===== src/rtl/sts_cmd_reg.sv =====
module sts_cmd_reg (
  input  logic        clk,
  input  logic        rst_n,
  input  logic        cmd_valid,
  input  logic [15:0] cmd_word,
  input  logic [4:0]  err_gate,
  input  logic [4:0]  err_event,
  input  logic        mode_err_event,
  input  logic        busy_in,
  output logic [15:0] status,
  output logic        err_irq
);
  localparam int NERR = 6;

  logic            en_q, ms_q, busy_q, irq_q;
  logic [NERR-1:0] err_q, err_d, set_v, clr_v, hw_v;
  logic            en_d, ms_d;

  // flag order: tx ovf, rx ovf, abort, tx under, rx under, mode
  assign set_v = cmd_valid ? {cmd_word[7], cmd_word[5], cmd_word[15:12]} : '0;
  assign clr_v = cmd_valid ? {cmd_word[6], cmd_word[4], cmd_word[11:8]}  : '0;
  assign hw_v  = {mode_err_event, err_event & err_gate};

  for (genvar i = 0; i < NERR; i++) begin : g_flag
    assign err_d[i] = set_v[i] | hw_v[i] | (err_q[i] & ~clr_v[i]);
  end

  assign en_d = (cmd_valid & cmd_word[1]) ? 1'b1 :
                (cmd_valid & cmd_word[0] & ~busy_q) ? 1'b0 : en_q;
  assign ms_d = (cmd_valid & cmd_word[3]) ? 1'b1 :
                (cmd_valid & cmd_word[2]) ? 1'b0 : ms_q;

  always_ff @(posedge clk) begin
    if (!rst_n) begin
      en_q   <= 1'b0;
      ms_q   <= 1'b0;
      busy_q <= 1'b0;
      err_q  <= '0;
      irq_q  <= 1'b0;
    end else begin
      en_q   <= en_d;
      ms_q   <= ms_d;
      busy_q <= busy_in;
      err_q  <= err_d;
      irq_q  <= |(err_d & ~err_q);
    end
  end

  assign status  = {1'b0, err_q[5], busy_q, err_q[4:0], 6'b0, ms_q, en_q};
  assign err_irq = irq_q;
endmodule



===== config.mk =====
export PLATFORM = sky130hd
export DESIGN_NAME = sts_cmd_reg
export DESIGN_NICKNAME = d
export VERILOG_FILES = /design/src/rtl/sts_cmd_reg.sv
export SDC_FILE = /design/constraint.sdc
export NUM_CORES = 1
export LEC_CHECK = 0
export ABC_AREA = 1
export BUFFER_PORTS_ARGS = -buffer_cell sky130_fd_sc_hd__clkbuf_2
export CORE_UTILIZATION = 39
export CTS_CLUSTER_DIAMETER = 30
export CTS_CLUSTER_SIZE = 16
export DETAILED_ROUTE_END_ITERATION = 10
export GPL_TIMING_DRIVEN = 0
export PLACE_DENSITY = 0.78
export SLEW_MARGIN = 10
export SYNTH_ARGS = -nofsm -noshare
export SYNTH_HDL_FRONTEND = slang
export SYNTH_SLANG_ARGS = --single-unit

===== constraint.sdc =====
create_clock -name clk -period 1 [get_ports clk]
set_input_delay 0.1 -clock clk [delete_from_list [all_inputs] [get_ports clk]]
set_output_delay 0.1 -clock clk [all_outputs]
set_load 0.02 [all_outputs]

# ---- Word level (Yosys, flattened, before mapping)
# Index checks and enable logic that the tools add are counted.
dict set report totals {
  reg_bits 10
  inputBits 31
}
dict set report classes {
  muxes 6
  bitwise_logic 33
  n_reduce_logical 3
}
# operator n
set op_table {}
lappend op_table {{2-to-1 mux 6 bit} 2}
lappend op_table {{OR 1 bit} 12}
lappend op_table {{bitwise AND 1 bit} 11}
lappend op_table {{NOT 1 bit} 7}
lappend op_table {{bitwise AND 6 bit} 1}
lappend op_table {{NOT 6 bit} 1}
lappend op_table {{OR reduction 6 bit} 1}
lappend op_table {{bitwise AND 5 bit} 1}
lappend op_table {{2-to-1 mux 1 bit} 4}
lappend op_table {{nonzero test 2 bit} 2}

# ---- Longest topological paths before layout
dict set report depth {
  ltp_word 6
  depth_mapped 7
  mapped_depth_nobuf 6
}

# ---- Worst setup path after synthesis
# OpenSTA, ideal clock, no wires.
dict set report synth_path {
  kind {register to register}
  startpoint {register err_q[5]}
  endpoint {register irq_q (netlist: err_irq)}
  t_arrival_ps 733
  required_time_ps 880
  path_slack_ps 147
  stages_incl_launch_ff 6
  n_path_buf 0
  synth_period_minus_slack_ps 853
  cell_sequence {dfxtp_1 -> inv_1 -> nand2_1 -> nand2_1 -> nor2_1 -> a21oi_1}
}
dict set report synth_between {
  elab_chain_len 4
}
# item line_no
set synth_lines {}
lappend synth_lines {{start, declared} 16} ;# logic [NERR-1:0] err_q, err_d, set_v, clr_v, hw_v;
lappend synth_lines {{start signal, assigned} 44} ;# err_q <= err_d;
lappend synth_lines {{bitwise AND 1 bit} 25} ;# assign err_d[i] = set_v[i] | hw_v[i] | (err_q[i] & ~clr_v[i]);
lappend synth_lines {{OR 1 bit} 25}
lappend synth_lines {{bitwise AND 6 bit (*)} 45} ;# irq_q <= |(err_d & ~err_q);
lappend synth_lines {{OR reduction 6 bit (*)} 45}
lappend synth_lines {{end signal, assigned} 45}
lappend synth_lines {{end, declared} 15} ;# logic en_q, ms_q, busy_q, irq_q;
# Mark *: on every way between the ends. The rest lies on a longest branch, timed or not.
# A chain may end at the register's enable or synchronous reset.

# ---- Worst setup path in the final report
dict set report layout_path {
  startpoint {register ms_q}
  endpoint {output status[1]}
}
# item line_no
set layout_rtl {}
lappend layout_rtl {{start, declared} 15}
lappend layout_rtl {{start signal, assigned} 42} ;# ms_q <= ms_d;
lappend layout_rtl {{end, declared} 10} ;# output logic [15:0] status,
# No word-level cell between the ends.

==> summary.txt <==
Run status
  • Outcome: finished clean

Job
  • Max cap viols: 0

Power
  • P per Cell Area: 1310 nW/um^2
  • Combinational fraction of design power: 26.3%
  • Total Power: 1.09 mW
  • P_leak: 0.527 nW
  • P_int: 0.781 mW
  • Flop pwr share: 40.9%
  • Max IR drop VDD: 0.599 mV
  • P_sw: 0.311 mW
  • Sw frac: 28.5%
  • Clock Power Share: 32.8%

Global route
  • Vias in the first global route: 526
  • GR Util met2: 33.9%
  • Initial antenna violation count: 0
  • GRT met3 Usage: 3.41%
  • Gr usage total: 17.5%
  • GRT Max-Usage Layer: met2
  • Global Route met1 Usage: 16.3%
  • GRT overflow: 0
  • Largest net degree at the start of global routing: 11
  • First-pass GRT wire length: 1.86 mm

Clock network
  • H-tree Lvls: 1
  • TritonCTS Buffers: 3
  • TritonCTS Sinks: 10
  • Clk Latency, worst-skew pair: 0.26 ns
  • Clock Path Buffers: 2
  • CTS root buf: clkbuf_4
  • Clock Pin Slew Worst Setup and Hold Paths: 0.07 ns
  • CTS Hold Bufs: 0
  • CTS tree: yes

Cells and area
  • Final Util: 63.2%
  • Layout cells sized above 1: 40.9%
  • Layout Nets: 169
  • # diodes: 0
  • FF/Latch Area: 200 sq um
  • Area delta synth->final: 48.7%
  • Finished Layout Cells: 152
  • Area of the multi-input gates: 248 sq um
  • Fillers: 126

Floorplanning
  • Die extent in x: 39.9 um
  • Initial core utilization: 42.5%
  • Total Die Area: 1590 sq um
  • IO Pins: 48
  • Core ar.: 1320 sq um
  • Row count: 13
  • Die H: 39.9 um

STA
  • Setup TNS: 0 ns
  • Fin crit period: 0.939 ns
  • Final setup viols: 0
  • Hold slack: 0.0242 ns
  • Hold Vio Cnt, Final: 0
  • Final slew viol count: 0
  • Setup Skew: 0.000444 ns
  • RSZ-0062 raised after global routing: no
  • Max Freq: 1060 MHz
  • Crit share post-route: 93.9%

Synthesis
  • Syn Inst Count: 88
  • Synth Register Bits: 10
  • Share of the synthesized area in the top cell type: 35.7%
  • Mapped Avg Cell Area: 6.37 sq um
  • Sequential fraction of the synthesis area: 35.7%
  • Yosys top cell by area: dfxtp_1
  • Area contributors post-synth: dfxtp_1 36%, nand2_1 25%, buf_4 13%
  • Synthesized area: 561 sq um
  • Synth cell types: 11
  • Synth warn: 0

Routing
  • Initial DRC count: 8
  • Vias: 632
  • DR DRC count: 0
  • Wire length per cell: 7.96 um
  • DR vias/cell: 4.16
  • Final Routed Wirelength: 1.21 mm
  • Drt first pass iters: 4
  • Post-DRT Antenna Nets: 0

Worst setup path
  • Crit path capture type: output port
  • Crit path required time: 0.90 ns
  • Critical path class: flip-flop to output port
  • Signal arrival time at the worst endpoint: 0.84 ns
  • CP max FO: 2
  • Startpoint Class: flip-flop
  • Worst R2R Setup Slack: 0.21 ns

Min path
  • Worst Hold Class: input pin to flip-flop

Place
  • Dpl hpwl: 1.02 mm
  • Placed Cells: 148
  • RePlAce Congestion: 0.646
  • Port buffer count: 39
-- critical path, cell delays in order (launching register included) --
cell,delay [ns]
dfxtp_1,0.33
buf_4,0.10
clkbuf_2,0.15
-- power by group through the flow --
stage	combinational, mW	sequential [mW]	clock [mW]
2_1_floorplan	0.159	0.483	0
3_3_place_gp	0.283	0.454	0
3_5_place_dp	0.288	0.456	0
4_1_cts	0.289	0.447	0.364
5_1_grt	0.323	0.451	0.389
6_report	0.287	0.447	0.358
-- worst paths after layout --
path | depth (start not counted) | from | endpoint
worst max-delay path | 2 | ms_q | status[1]
worst min-delay path | 3 | busy_in | busy_q
worst max register to register | 5 | err_q[5] | err_irq
worst min register to register | 2 | ms_q | ms_q
-- cells in the mapped netlist --
cell type  instances
inv_1              9
nand2_1           37
nor2_1             7
dfxtp_1           10
a21oi_1            9
nand2_2            1
conb_1             1
clkinv_1           1
o21ai_1            1
buf_4             10
buf_6              2
-- metal layers --
metal,routed length (um),vias to the layer above
met5,0,-
met4,19,0
met3,76,2
met2,618,24
met1,496,262
li1,-,344
-- layout make-up --
type / count / share of cell area [%]
well taps: 15 / 2.25
inverters: 10 / 4.50
multi-input cells: 62 / 29.7
plain buffers: 12 / 11.7
repair buffers: 39 / 23.4
flip-flops and latches: 10 / 24.0
clock buffers: 4 / 4.35
-- metrics by stage --
step	cell area, sq um	setup WS, ns
final	833	0.0605
after global routing	833	0.00741
after floorplan	583	0.147
after detailed placement	797	0.214
after CTS	833	0.0483
after global placement	797	0.235
-- cell usage in the layout (no fill, tap or decap) --
cell      netlist  final
dfxtp_1        10     10
buf_6           2      2
clkinv_1        1      1
nand2_2         1      1
nor2_1          7      7
clkbuf_2        0     38
o21ai_1         1      1
conb_1          1      7
buf_2           0      1
a21oi_1         9      9
clkbuf_8        0      1
buf_4          10     10
clkbuf_4        0      3
inv_1           9      9
nand2_1        37     37
-- flip-flops by register name, indices dropped and copies added (netlist names) --
signal and cells:
err_q 6, busy_q 1, en_q 1, err_irq 1, ms_q 1
-- logic make-up after synthesis --
family / Yosys count / share of synthesized area (%)
other: 1 / 0.669
flip-flops: 10 / 35.7
AO/OA/AOI/OAI: 10 / 8.93
AND/OR/NAND/NOR: 45 / 30.6
buffers and inverters: 22 / 24.1
-- what timing repair did --
action | 4_1_cts | 5_1_grt
setup buffers | 0 | 0
endpoints found under the setup margin | 0 | 1
gates resized for setup | 0 | 1
(Power assumes the default switching activity.)
